File: config.mk
export PLATFORM = sky130hd
export DESIGN_NAME = bitstream_density_decoder
export DESIGN_NICKNAME = d
export VERILOG_FILES = /design/src/rtl/bitstream_density_decoder.sv
export SDC_FILE = /design/constraint.sdc
export NUM_CORES = 1
export LEC_CHECK = 0
export BUFFER_PORTS_ARGS = -buffer_cell sky130_fd_sc_hd__buf_4
export CORE_UTILIZATION = 55
export CTS_BUF_LIST = sky130_fd_sc_hd__clkbuf_8
export DETAILED_ROUTE_END_ITERATION = 12
export MAX_ROUTING_LAYER = met4
export PLACE_DENSITY = 0.74
export SYNTH_ARGS = -nofsm -noshare
export SYNTH_HDL_FRONTEND = slang
export SYNTH_SLANG_ARGS = --single-unit
export TNS_END_PERCENT = 30
File: constraint.sdc
create_clock -name clk -period 5.15 [get_ports clk]
set_input_delay 0.7725 -clock clk [delete_from_list [all_inputs] [get_ports clk]]
set_output_delay 0.7725 -clock clk [all_outputs]
set_load 0.01 [all_outputs]
File: src/rtl/bitstream_density_decoder.sv
module bitstream_density_decoder #(
  parameter int WIN_LOG2   = 16,
  parameter int CODE_W     = 16,
  parameter int CLIP_RUN   = 127,
  parameter int LINEAR_RUN = 120,
  parameter int STUCK_RUN  = 256
) (
  input  logic              clk,
  input  logic              rst,
  input  logic              bit_vld,
  input  logic              bit_in,
  output logic [CODE_W-1:0] code,
  output logic              code_vld,
  output logic              clip_pos,
  output logic              clip_neg,
  output logic              stuck
);
  localparam int ACC_W = WIN_LOG2 + 1;
  localparam int SCL_W = CODE_W + 1;
  localparam int SHIFT = CODE_W - WIN_LOG2;
  localparam int RUN_W = $clog2(STUCK_RUN + 1);
  localparam logic [RUN_W-1:0] RUN_CLIP   = RUN_W'(CLIP_RUN);
  localparam logic [RUN_W-1:0] RUN_LIN    = RUN_W'(LINEAR_RUN);
  localparam logic [RUN_W-1:0] RUN_STUCK  = RUN_W'(STUCK_RUN);
  localparam logic [RUN_W-1:0] RUN_PRESTK = RUN_W'(STUCK_RUN - 1);

  logic [WIN_LOG2-1:0] bit_cnt;
  logic [ACC_W-1:0]    ones_acc;
  logic [RUN_W-1:0]    run_len;
  logic                last_bit, have_bit, pend, pend_lvl;

  wire              flip      = have_bit && (bit_in != last_bit);
  wire              win_end   = &bit_cnt;
  wire [ACC_W-1:0]  ones_next = ones_acc + ACC_W'(bit_in);
  wire [SCL_W-1:0]  scaled    = SCL_W'(ones_next) << SHIFT;
  wire [CODE_W-1:0] sat_code  = scaled[CODE_W] ? '1 : scaled[CODE_W-1:0];

  always_ff @(posedge clk) begin
    if (rst) begin
      bit_cnt  <= '0;
      ones_acc <= '0;
      run_len  <= '0;
      last_bit <= 1'b0;
      have_bit <= 1'b0;
      pend     <= 1'b0;
      pend_lvl <= 1'b0;
      code     <= '0;
      code_vld <= 1'b0;
      clip_pos <= 1'b0;
      clip_neg <= 1'b0;
      stuck    <= 1'b0;
    end else begin
      code_vld <= 1'b0;
      if (bit_vld) begin
        bit_cnt  <= bit_cnt + 1'b1;
        have_bit <= 1'b1;
        last_bit <= bit_in;
        if (win_end) begin
          ones_acc <= '0;
          code     <= sat_code;
          code_vld <= 1'b1;
        end else begin
          ones_acc <= ones_next;
        end

        if (!flip) begin
          pend <= 1'b0;
          if (run_len != RUN_STUCK) run_len <= run_len + 1'b1;
          if (run_len == RUN_PRESTK) begin
            stuck    <= 1'b1;
            clip_pos <= 1'b0;
            clip_neg <= 1'b0;
          end
        end else begin
          run_len  <= RUN_W'(1);
          stuck    <= 1'b0;
          pend     <= (run_len >= RUN_CLIP);
          pend_lvl <= last_bit;
          if (run_len < RUN_LIN) begin
            if (last_bit) clip_pos <= 1'b0;
            else          clip_neg <= 1'b0;
          end
          if (pend) begin
            clip_pos <= pend_lvl;
            clip_neg <= !pend_lvl;
          end
        end
      end
    end
  end
endmodule

== Word-level counts from Yosys, hierarchy flattened ==
Index checks and enable logic that the tools add are counted.

* Memory bits (writable): 0
* Bits in latches: 0
* Memories kept: 0
* Flip-flop bits (word level): 66
* Bits of input ports: 4
* Memory bits (read-only): 0
* Output and inout port bits: 20
* Logic and storage cells: 53

* Magnitude comparators: 2
* Multipliers: 0
* Multiplexer cells: 17
* $add $sub $neg: 3
* Reduce and logical (&&, ||, !) cells: 12
* Eq/ne operators: 6
* Div/mod/pow operators: 0
* Shifts and indexed selects: 0
* Bitwise gates (word level): 1

{| class="wikitable"
|+ Operators by type and width
! operator !! number
|-
| 2-to-1 mux 9 bit || 2
|-
| adder 17 x 1 -> 17 bit || 1
|-
| 2-to-1 mux 17 bit || 1
|-
| AND reduction 17 bit || 1
|-
| adder 16 x 1 -> 16 bit, second input constant || 1
|-
| 2-to-1 mux 16 bit || 1
|-
| AND reduction 16 bit || 1
|-
| 2-to-1 mux 1 bit || 13
|-
| adder 9 x 1 -> 9 bit, second input constant || 1
|-
| == test 9 x 8 -> 1 bit, second input constant || 1
|-
| greater-or-equal comparator 9 x 7 -> 1 bit, second input constant || 1
|-
| less-than comparator 9 x 7 -> 1 bit, second input constant || 1
|-
| != test 9 bit, second input constant || 1
|-
| AND reduction 4 bit || 2
|-
| != test 3 bit, second input constant || 2
|-
| AND reduction 2 bit || 3
|-
| nonzero test 2 bit || 2
|-
| != test 3 x 2 -> 1 bit, second input constant || 1
|-
| OR reduction 2 bit || 1
|-
| logical AND 1 bit || 1
|-
| logical NOT 1 bit || 1
|-
| != test 1 bit || 1
|-
| NOT 1 bit || 1
|}

== Logic depth before layout (Yosys ltp) ==
Gate-level depths: netlist of run 1.

* Depth after elaboration: 4
* Depth in mapped cells: 8

== Least setup slack after synthesis of run 1 ==
No wires, ideal clock.

* Path type: input port to flip-flop
* Start: input port bit_in
* End: register code[10]
* Arrival: 2.079 ns
* Required time: 5.008 ns
* Path slack: 2.929 ns
* Library setup time: 0.142 ns
* Stages on the path: 7
* Path through: ha_1 > ha_1 > nand4_1 > nor4_2 > xnor2_1 > buf_6 > a311oi_2

* Word-level cells in the longest chain between the ends: 2

{| class="wikitable"
|+ Ends and longest elaborated chain
! item !! line !! RTL
|-
| start: declaration || 11 || <nowiki>input logic bit_in,</nowiki>
|-
| adder 17 x 1 -> 17 bit || 34 || <nowiki>wire [ACC_W-1:0] ones_next = ones_acc + ACC_W'(bit_in);</nowiki>
|-
| 2-to-1 mux 16 bit || 36 || <nowiki>wire [CODE_W-1:0] sat_code = scaled[CODE_W] ? '1 : scaled[CODE_W-1:0];</nowiki>
|-
| end signal: assignment || 60 || <nowiki>code <= sat_code;</nowiki>
|-
| end: declaration || 12 || <nowiki>output logic [CODE_W-1:0] code,</nowiki>
|}

No other way between the ends.
A chain may end at the register's enable or synchronous reset.

== Worst setup path after layout of run 1 ==
* Start: input port bit_vld
* End: register code[3]

* Word-level cells in the longest chain between the ends: 1

{| class="wikitable"
|+ Ends and longest elaborated chain
! item !! line !! RTL
|-
| start: declaration || 10 || <nowiki>input logic bit_vld,</nowiki>
|-
| AND reduction 17 bit (no source line) || - ||
|}

No other way between the ends.

==> impl_metrics.toml, run 1 <==
[clock_tree]
postCtsHoldBufs = 0
htreeDepth = 3
clockBufferDepth = 2
tritoncts = "done"
cts_made_buffers = 9
insertion_delay_ns = 0.34
post_cts_buffers = 0
path_clk_slew_ns = 0.07
cts_sinks = 66
post_cts_resized = 0
cts_root_buffer = "clkbuf_8"

[placed_design]
gp_congestion = 0.830
placement.io_buffers = 23
dp_hpwl_mm = 4.12

[setup_path]
r2r_cells = 5
crit_required_ns = 5.39
critPathMaxFanout = 32
worstPathArrival_ns = 2.78
critPathLaunchType = "input port"
worstSetupPathType = "input port to flip-flop"
endpoint_kind = "flip-flop"

[route]
first_iter_violations = 145
finalWirelength_mm = 5.96
ant_nets = 0
wl_per_cell_um = 13.4
first_pass_iters = 4
via_count = 2492
via_per_inst = 5.61
drcViolationCount = 0

[grt]
grt_max_degree = 52
grt_pass1_vias = 2279
grt_pass1_wl_mm = 10.4
grt_overflow = 0
antenna_found_initial = 0
track_usage_pct = 22.5

[status]
status = "finished clean"

[cells_and_area]
fin_nets = 378
fill_cells = 489
areaGrowthSynthToFinish_pct = 11.5
diodes = 0
drive_above_1_share_pct = 14.2
utilization_pct = 63.2

[die]
rows = 27
dieArea_sq_um = 5990
core_region_area_sq_um = 5510
pin_count = 24
start_util_pct = 56.7
die_w_um = 77.4
dieHeight_um = 77.4

[timing]
fmax_mhz = 394
hold_viol = 0
period_share_pct = 49.3
slew_headroom_pct = 19.3
finalMaxSlewViolations = 0
rsz0062_at_grt = "no"
skew_ns = 0.0112
fin_tns_setup_ns = 0
tightest_slew_ns = 1.21
setup_viol_count_final = 0
fin_crit_ns = 2.54

[yosys]
synth_cell_types = 46
ys_ff_latch = 66
yosysMostFrequentCell = "dfxtp_1"
yosysTopAreaCell = "dfxtp_1"
postSynthAreaPerCell_sq_um = 8.85
synth_area_sq_um = 3120
async_flop_share_pct = 0
yosys-top-cells-area = "dfxtp_1 42%, nor2_1 7.0%, xor2_1 5.6%"
synthCells = 353
synthFlopType = "dfxtp_1"
synth_enable_flop_cells = 0
yosysWarnings = 0
ys_seq_area_share_pct = 42.3
synth_top_cell_area_share_pct = 42.3
synth_fp_nets = 364
synthTopCellsByCount = "66 x dfxtp_1, 58 x nor2_1, 27 x nand2_1, 20 x xor2_1, 18 x xnor2_1"

[hold_path]
hold_path_depth = 2
hp-class = "flip-flop to flip-flop"

[power_and_ir_drop]
p_leak_nw = 1.26
totalPowerFinal_uw = 990
power_density_nw_per_um2 = 284
ir_worst_vdd_uv = 157

[run]
drv_cap = 0
[cell usage in the layout, fill, tap and decap left out, types with 2 or more instances in the layout]
cell type / Yosys / routed
xor2_1: 20 / 20
xnor2_1: 18 / 18
a21o_1: 2 / 2
nand2b_1: 4 / 4
nand3_1: 11 / 11
nand4b_1: 2 / 2
and4_1: 2 / 2
dfxtp_1: 66 / 66
a31oi_1: 4 / 4
inv_1: 10 / 13
o21ai_0: 15 / 15
nand4_1: 14 / 14
a311oi_1: 7 / 7
and3_1: 7 / 7
mux2i_1: 3 / 3
a22oi_1: 2 / 2
a21oi_1: 14 / 14
nor2_1: 58 / 58
and2_1: 2 / 2
nor4_1: 4 / 4
nor3_1: 7 / 7
nand2_1: 27 / 27
ha_1: 7 / 7
a311oi_2: 9 / 9
clkbuf_8: 0 / 11
buf_4: 0 / 24
[sequential cells by signal (all words and copies together) (netlist names)]
signal    count
ones_acc     17
bit_cnt      16
code         16
run_len       9
clip_neg      1
clip_pos      1
code_vld      1
have_bit      1
last_bit      1
pend          1
pend_lvl      1
stuck         1
[power breakdown]
part           internal (mW)  switching, mW  total [mW]
Combinational         0.0130         0.0265      0.0395
Sequential             0.515        0.00529       0.521
Clock                  0.244          0.186       0.430
[metrics by stage]
stage | worst slack, ns | cells | cell area (sq um) | hold WS, ns
floorplan | 2.93 | 353 | 3120 | 0.446
global placement | 2.36 | 428 | 3280 | 0.460
detailed placement | 2.27 | 428 | 3280 | 0.464
CTS | 2.62 | 444 | 3480 | 0.484
global route | 2.36 | 444 | 3480 | 0.532
finish | 2.61 | 444 | 3480 | 0.480
[logic make-up after synthesis]
group,count (synthesis),share of synthesized area (%)
compound gates,60,14.7
flops,66,42.3
buf+inv,31,4.73
fa+ha+maj,7,2.80
simple gates,148,23.8
xor+xnor,38,10.7
mux,3,0.961
[path summary, 6_finish.rpt]
check	from	endpoint	slack (ns)
max	bit_vld	code[3]	2.61
min	clip_neg	clip_neg	0.48
max reg2reg	bit_cnt[6]	code[3]	2.70
min reg2reg	clip_neg	clip_neg	0.48
[area by class of cell]
cell class / instances / area, sq um / area share [%]
flip-flops and latches: 66 / 1320 / 37.9
clock buffers: 11 / 151 / 4.35
well taps: 72 / 90.1 / 2.59
clock inverters: 5 / 46.3 / 1.33
multi-input cells: 256 / 1660 / 47.5
inverters: 10 / 37.5 / 1.08
repair buffers: 24 / 180 / 5.17
[critical path, stage by stage]
cell and delay, ns:
buf_4 0.25, nand4_1 0.20, nor2_1 0.18, and2_1 0.96, nor2_1 0.11, a311oi_2 0.28
[metal layers]
metal | GRT usage [%] | wire [um] | share of wire (%)
met1 | 30.8 | 3090 | 52
met2 | 31.0 | 2580 | 43
met3 | 4.35 | 212 | 3.6
met4 | 12.1 | 72 | 1.2
met5 | - | 0 | 0
(Power assumes the default switching activity.)
==> run 2, diff against run 1 <==
Clock period 5.15 ns to 2.38 ns, I/O delays scaled along.
==> impl_metrics.toml, run 2 (synthesis results as in run 1) <==
[placed_design]
place_inst = 430
placement.io_buffers = 23
gp_congestion = 0.824
dp_hpwl_mm = 4.24

[clock_tree]
htreeDepth = 3
post_cts_resized = 0
path_clk_slew_ns = 0.07
tritoncts = "done"
insertion_delay_ns = 0.33
cts_sinks = 66
cts_made_buffers = 9
cts_root_buffer = "clkbuf_8"
clockBufferDepth = 2
post_cts_buffers = 0
postCtsHoldBufs = 0

[route]
via_per_inst = 5.59
ant_nets = 0
first_pass_iters = 4
via_count = 2494
drcViolationCount = 0
finalWirelength_mm = 6.14
wl_per_cell_um = 13.8
first_iter_violations = 176

[timing]
rsz0062_at_grt = "no"
slew_headroom_pct = 61.2
tightest_slew_ns = 0.577
finalMaxSlewViolations = 0
skew_ns = 0.00434
fin_crit_ns = 1.98
fin_tns_setup_ns = 0
fmax_mhz = 506
hold_viol = 0
period_share_pct = 83.1
setup_viol_count_final = 0

[die]
core_region_area_sq_um = 5510
die_w_um = 77.4
dieArea_sq_um = 5990
start_util_pct = 56.7
pin_count = 24
dieHeight_um = 77.4
rows = 27

[hold_path]
hp-class = "input port to flip-flop"

[cells_and_area]
top_regs = "ones_acc: 17 flops, bit_cnt: 16 flops, code: 16 flops"
fin_nets = 380
finalNonFillerCells = 446
largest_reg_flops = 17
areaGrowthSynthToFinish_pct = 11.3
final-seq-area_sq_um = 1320
fill_cells = 488
drive_above_1_share_pct = 14.7
multi_input_area_sq_um = 1660
top_register = "ones_acc"
mostFrequentLayoutCells = "66 x dfxtp_1, 58 x nor2_1, 27 x nand2_1"
diodes = 0
final_common_cell = "dfxtp_1"

[setup_path]
crit_chain = "ha_1 -> ha_1 -> nand2_1 -> nor3_2 -> nand3_1 -> xor2_1 -> a311oi_2"
timing.critical_path.mode_cell = "ha_1"
cp_slowest_stage_delay_ns = 0.35
path_buf_inv = 0
worstPathArrival_ns = 2.23
cp_slowest_cell = "dfxtp_1"
cpLargestDelayFamily = "simple AND/OR/NAND/NOR gates"
critPathLaunchType = "flip-flop"
worstSetupPathType = "flip-flop to flip-flop"
critPathMaxFanout = 6
endpoint_kind = "flip-flop"
crit_required_ns = 2.63

[grt]
grt_pass1_wl_mm = 10.7
track_usage_pct = 23.5
grt_pass1_vias = 2353
grt_max_degree = 52
antenna_found_initial = 0
grt_overflow = 0

[power_and_ir_drop]
pwr-share-seq_pct = 56.6
power_frac_comb_pct = 4.4
ir_worst_vdd_uv = 307
p_int_mw = 1.53
power_density_nw_per_um2 = 573
switching_share_pct = 23.1
p_leak_nw = 1.26
clock_power_share_pct = 39.1
p_sw_uw = 459

[status]
status = "finished clean"

[run]
drv_cap = 0
-- run 2: final cells by class --
cell class                      count  area share (%)
Clock buffer                       10            3.96
Clock inverter                      6           0.756
Inverter                           10            1.08
Multi-Input combinational cell    256            47.6
Sequential cell                    66            38.0
Tap cell                           72            2.59
Timing Repair Buffer               26            5.98
-- run 2: metal layers --
metal / vias up / track usage (%) / share of wire, %
met5: - / - / 0
met4: 0 / 14.2 / 2.8
met3: 16 / 5.06 / 3.8
met2: 50 / 35.0 / 45
met1: 1154 / 29.2 / 49
li1: 1274 / - / -
-- run 2: worst paths after layout --
kind	from	end	slack [ns]	depth (start not counted)
hold reg to reg	have_bit	have_bit	0.48	2
setup / recovery	ones_acc[0]	code[12]	0.40	7
setup reg to reg	ones_acc[0]	code[12]	0.40	7
hold / removal	bit_in	last_bit	0.31	3
-- run 2: tightest hold or removal path, stage by stage --
cell and delay (ns):
buf_4 0.10, mux2i_1 0.06, nor2_1 0.08
-- run 2: through the flow --
| stage | setup WS (ns) | total power [mW] | utilization [%] | hold slack (ns) | cell area, sq um |
|---|---|---|---|---|---|
| 6_report | 0.403 | 1.99 | 63.1 | 0.308 | 3480 |
| 5_1_grt | 0.216 | 2.08 | 63.1 | 0.327 | 3480 |
| 4_1_cts | 0.405 | 2.02 | 63.1 | 0.295 | 3480 |
| 3_5_place_dp | 0.316 | 1.24 | 60.1 | 0.469 | 3310 |
| 3_3_place_gp | 0.338 | 1.23 | 60.1 | 0.449 | 3310 |
| 2_1_floorplan | 0.574 | 1.21 | - | 0.446 | 3120 |
-- run 2: power groups by stage --
stage          Clock [mW]  Combinational, mW  Sequential (mW)
2_1_floorplan           0             0.0659             1.15
3_3_place_gp            0             0.0835             1.15
3_5_place_dp            0             0.0867             1.15
4_1_cts             0.804             0.0873             1.13
5_1_grt             0.854             0.0966             1.13
6_report            0.778             0.0869             1.13
